File: src/rtl/conv_lut_pkg.sv
package conv_lut_pkg;

    typedef logic [1:0] pair_t;

    // Parity of an index against a tap mask; used only to build reset constants.
    function automatic pair_t tap_parity(input logic [31:0] idx,
                                         input logic [31:0] mask0,
                                         input logic [31:0] mask1,
                                         input int unsigned nbits);
        pair_t acc;
        acc = '0;
        for (int unsigned i = 0; i < nbits; i++) begin
            acc[0] = acc[0] ^ (idx[i] & mask0[i]);
            acc[1] = acc[1] ^ (idx[i] & mask1[i]);
        end
        return acc;
    endfunction

endpackage

File: src/rtl/conv_parity_table.sv
module conv_parity_table
    import conv_lut_pkg::*;
#(
    parameter int unsigned         K       = 5,
    parameter logic [K-1:0]        G0_MASK = 5'b11001,
    parameter logic [K-1:0]        G1_MASK = 5'b11011
) (
    input  logic         clk,
    input  logic         rst,
    input  logic         wr_en,
    input  logic [K-1:0] wr_idx,
    input  pair_t        wr_word,
    input  logic [K-1:0] rd_idx,
    output pair_t        rd_word
);
    localparam int unsigned DEPTH = 1 << K;

    pair_t mem_d [DEPTH];
    pair_t mem_q [DEPTH];
    pair_t dflt_w [DEPTH];

    for (genvar gi = 0; gi < DEPTH; gi++) begin : g_dflt
        assign dflt_w[gi] = tap_parity(32'(gi), 32'(G0_MASK), 32'(G1_MASK), K);
    end

    always_comb begin
        for (int i = 0; i < DEPTH; i++) begin
            mem_d[i] = rst ? dflt_w[i] : mem_q[i];
        end
        if (!rst && wr_en) begin
            mem_d[wr_idx] = wr_word;
        end
    end

    always_ff @(posedge clk) begin
        for (int i = 0; i < DEPTH; i++) begin
            mem_q[i] <= mem_d[i];
        end
    end

    assign rd_word = mem_q[rd_idx];

endmodule

File: src/rtl/conv_flush_ctrl.sv
module conv_flush_ctrl #(
    parameter int unsigned K = 5
) (
    input  logic clk,
    input  logic rst,
    input  logic flush_req,
    output logic active
);
    localparam int unsigned TAIL = K - 1;
    localparam int unsigned CW   = $clog2(TAIL + 1);

    typedef struct packed {
        logic [CW-1:0] remain;
    } flush_t;

    flush_t f_d, f_q;

    assign active = (f_q.remain != '0);

    always_comb begin
        f_d = f_q;
        if (rst) begin
            f_d.remain = '0;
        end else if (active) begin
            f_d.remain = f_q.remain - 1'b1;
        end else if (flush_req) begin
            f_d.remain = CW'(TAIL);
        end
    end

    always_ff @(posedge clk) begin
        f_q <= f_d;
    end

endmodule

File: src/rtl/conv_lut_encoder.sv
module conv_lut_encoder
    import conv_lut_pkg::*;
#(
    parameter int unsigned  K       = 5,
    parameter logic [K-1:0] G0_MASK = 5'b11001,
    parameter logic [K-1:0] G1_MASK = 5'b11011
) (
    input  logic         clk,
    input  logic         rst,
    input  logic         in_valid,
    input  logic         in_bit,
    input  logic         flush_req,
    input  logic         tbl_we,
    input  logic [K-1:0] tbl_addr,
    input  logic [1:0]   tbl_data,
    output logic         out_valid,
    output logic [1:0]   out_pair,
    output logic         flush_active
);
    localparam int unsigned SW = K - 1;

    typedef struct packed {
        logic [SW-1:0] hist;
        logic          vld;
        pair_t         pair;
    } enc_t;

    enc_t r_d, r_q;

    logic          encode_w;
    logic          bit_w;
    logic [K-1:0]  idx_w;
    pair_t         word_w;
    logic          wr_ok_w;
    logic [SW-1:0] hist_w;

    conv_flush_ctrl #(.K(K)) flush_i (
        .clk       (clk),
        .rst       (rst),
        .flush_req (flush_req),
        .active    (flush_active)
    );

    assign encode_w = flush_active | in_valid;
    assign bit_w    = flush_active ? 1'b0 : in_bit;
    assign idx_w    = {r_q.hist, bit_w};
    assign wr_ok_w  = tbl_we & ~in_valid & ~flush_active;

    conv_parity_table #(.K(K), .G0_MASK(G0_MASK), .G1_MASK(G1_MASK)) table_i (
        .clk     (clk),
        .rst     (rst),
        .wr_en   (wr_ok_w),
        .wr_idx  (tbl_addr),
        .wr_word (tbl_data),
        .rd_idx  (idx_w),
        .rd_word (word_w)
    );

    always_comb begin
        r_d     = r_q;
        r_d.vld = 1'b0;
        if (rst) begin
            r_d = '0;
        end else if (encode_w) begin
            r_d.vld  = 1'b1;
            r_d.pair = word_w;
            r_d.hist = {r_q.hist[SW-2:0], bit_w};
        end
    end

    always_ff @(posedge clk) begin
        r_q <= r_d;
    end

    assign hist_w    = r_q.hist;
    assign out_valid = r_q.vld;
    assign out_pair  = r_q.pair;

endmodule

File: config.mk
export PLATFORM = sky130hd
export DESIGN_NAME = conv_lut_encoder
export DESIGN_NICKNAME = d
export VERILOG_FILES = /design/src/rtl/conv_lut_pkg.sv /design/src/rtl/conv_parity_table.sv /design/src/rtl/conv_flush_ctrl.sv /design/src/rtl/conv_lut_encoder.sv
export SDC_FILE = /design/constraint.sdc
export NUM_CORES = 1
export LEC_CHECK = 0
export ABC_AREA = 0
export CORE_ASPECT_RATIO = 2
export CORE_MARGIN = 2
export CORE_UTILIZATION = 25
export DETAILED_ROUTE_END_ITERATION = 10
export DONT_BUFFER_PORTS = 1
export PLACE_DENSITY = 0.37
export SLEW_MARGIN = 20
export SYNTH_ARGS = -nofsm -noshare
export SYNTH_HDL_FRONTEND = slang
export SYNTH_SLANG_ARGS = --single-unit
File: constraint.sdc
create_clock -name clk -period 2.2 [get_ports clk]
set_input_delay 0.33 -clock clk [delete_from_list [all_inputs] [get_ports clk]]
set_output_delay 0.33 -clock clk [all_outputs]
set_load 0.01 [all_outputs]
==> reports/metrics.yaml <==
global_route:
  overflow: 0
  gr-usage-all-layers_pct: 13.9
  grt_pass1_vias: 2859
  grt_pass1_wl_um: 16100
  antenna_found_initial: 0
  grt_max_degree: 77
sta:
  setup_slack_ns: 0.0840
  worst_pin_slew_ns: 1.01
  min_period_ns: 2.12
  min_period_over_period_pct: 96.2
  drv_slew: 0
  finalHoldViolCount: 0
  max_freq_mhz: 473
  final-setup-viol-count: 0
  fin_skew_ns: 0.00457
  slew_headroom_pct: 32.5
logic_synthesis:
  synthCells: 376
  synthDistinctLibCells: 46
  synthArstFlopShare_pct: 0
  syn_nets: 389
  synth_flop_cell: "dfxtp_1"
  ys_warn_count: 0
  synth_area_um2: 3550
  synth_edf_count: 0
  seq_area_frac_synth_pct: 41.7
  avgSynthCellArea_um2: 9.45
  ys_seq_elements: 74
pwr:
  seq_power_share_pct: 40.4
  p_clk_share_pct: 46.8
  intPower_mw: 2.62
  comb_power_share_pct: 12.8
  p_leak_nw: 1.64
  ir_drop_v: 0.000356
  p_sw_mw: 0.843
  netSwitchingFraction_pct: 24.3
  p_per_area_nw_per_um2: 828
placement:
  hpwl_um: 7160
  place_ws_ns: -0.0303
  io_buffer_count: 0
  gp_congestion: 0.766
floorplan:
  io_pins: 17
  rows: 61
  die_w_um: 88.3
  die-area_um2: 15200
  dieHeight_um: 173
  core-area_um2: 13900
  start_util_pct: 25.6
clock_network:
  clk_path_buf_depth: 2
  clock_latency_ns: 0.33
  cts_max_level: 3
  cts.sinks: 74
  cts_tree: "built"
  root_buffer: "clkbuf_16"
  cts.clk_slew.worst_paths_ns: 0.06
  cts_inserted_buffers: 9
routing:
  drc: 0
  antenna_left: 0
  firstDrtPassIters: 4
  vias_per_cell: 4.75
  drtIter0Drc: 130
  wl_um: 10100
  wire_per_inst_um: 17.6
  vias: 2728
setup_path:
  crit_path_end_kind: "flip-flop"
  arrival_ns: 2.32
  crit_required_ns: 2.41
  startpoint_type: "flip-flop"
  critPathMaxFanout: 6
  path_class: "reg -> reg"
finish:
  final_core_util_pct: 30.1
  fillCellCount: 1495
  num_antenna_cells: 0
  layout-drive-gt1-share_pct: 16.4
  areaGrowthSynthToFinish_pct: 17.7
  nNetsFinal: 393
run_status:
  outcome: "completed"
run:
  maxCapViolCount: 0
hold_path:
  worstHoldPathType: "in -> reg"
[layout by cell type (no fill, tap or decap), types with 3 or more instances in the layout]
| cell | instances |
|---|---|
| nand2_1 | 40 |
| nand3b_1 | 8 |
| nor4b_4 | 3 |
| o21ai_0 | 25 |
| buf_4 | 14 |
| nor2b_1 | 3 |
| mux2i_1 | 47 |
| nand3_1 | 8 |
| a21oi_1 | 17 |
| nand2b_1 | 27 |
| mux2_2 | 5 |
| nor3_1 | 15 |
| nor2_1 | 37 |
| dfxtp_1 | 72 |
| clkbuf_16 | 9 |
| mux4_1 | 3 |
| mux4_2 | 5 |
| or4_4 | 3 |
[Yosys cell counts (all sizes together), types with 5 or more instances]
cell type / n / area, um2
dfxtp: 74 / 1480
mux2i: 48 / 480
nand2: 40 / 150
nor2: 38 / 145
nand2b: 27 / 169
o21ai: 25 / 125
clkbuf: 19 / 72.6
a21oi: 17 / 85.1
nor3: 17 / 90.1
nand3b: 9 / 80.1
mux4: 8 / 206
nand3: 8 / 40.0
buf: 5 / 43.8
mux2: 5 / 56.3
[worst max-delay path: stages (launching register included)]
cell and delay [ns]:
dfxtp_2 0.35, nor4b_4 0.28, buf_6 0.16, mux4_2 0.49, or3b_2 0.49, a31oi_2 0.18, a2111oi_2 0.05
[what timing repair did]
action	4_1_cts	5_1_grt
gates cloned	0	0
setup buffers	2	0
gates resized for setup	1	13
pin swaps	0	3
endpoints found under the setup margin	2	30
hold buffers	0	0
[cell type report]
cell class	instances	area [um2]	area share (%)
multi-input combinational	275	1970	47.0
timing repair buffer	17	156	3.74
inverter	3	11.3	0.269
sequential	74	1480	35.5
clock inverter	6	88.8	2.12
clock buffer	10	239	5.71
tap	189	236	5.65
[kinds of logic (layout without fill, tap and decap cells)]
group	count (synthesis)	count (layout)	share of synthesized area, %
AOI/OAI and AO/OA	55	55	9.01
DFF	74	74	41.7
muxes	61	61	20.9
and+or+nand+nor	159	159	24.8
buffers and inverters	27	36	3.59
[metal layers]
| layer | part of all wire (%) | GRT usage, % |
|---|---|---|
| met5 | 0 | 0 |
| met4 | 2.4 | 5.43 |
| met3 | 3.7 | 2.86 |
| met2 | 53 | 24.2 |
| met1 | 41 | 16.4 |
[metrics by stage]
step / TNS (ns) / instances / instance area, um2 / hold slack, ns / power (mW)
after CTS: 0 / 574 / 4150 / 0.0601 / 3.49
final: 0 / 574 / 4180 / 0.108 / 3.46
after global placement: -0.00580 / 556 / 3810 / 0.412 / 1.84
after detailed placement: -0.0425 / 556 / 3810 / 0.416 / 1.85
after global routing: -0.0215 / 574 / 4180 / 0.0570 / 3.59
after floorplan: 0 / 376 / 3550 / 0.434 / 1.74
[sequential cells by signal (all words and copies together), names as in the netlist]
register / cells
hist_w: 4
out_valid: 1
out_pair: 2
table_i.mem_q: 64
flush_i.f_q: 3
[worst paths after layout]
path,end,cells after the start,slack (ns),from
worst max-delay path,out_pair[1],6,0.08,flush_i.f_q[2]
worst min-delay path,table_i.mem_q[31][1],2,0.11,tbl_data[1]
worst max register to register,out_pair[1],6,0.08,flush_i.f_q[2]
worst min register to register,table_i.mem_q[3][1],2,0.48,table_i.mem_q[3][1]
[power by group through the flow]
| stage | clock, mW | combinational, mW | sequential (mW) |
|---|---|---|---|
| after floorplan | 0 | 0.326 | 1.42 |
| after global placement | 0 | 0.415 | 1.43 |
| after detailed placement | 0 | 0.419 | 1.43 |
| after CTS | 1.67 | 0.432 | 1.40 |
| after global routing | 1.71 | 0.481 | 1.40 |
| final | 1.62 | 0.444 | 1.40 |
(Power assumes the default switching activity.)
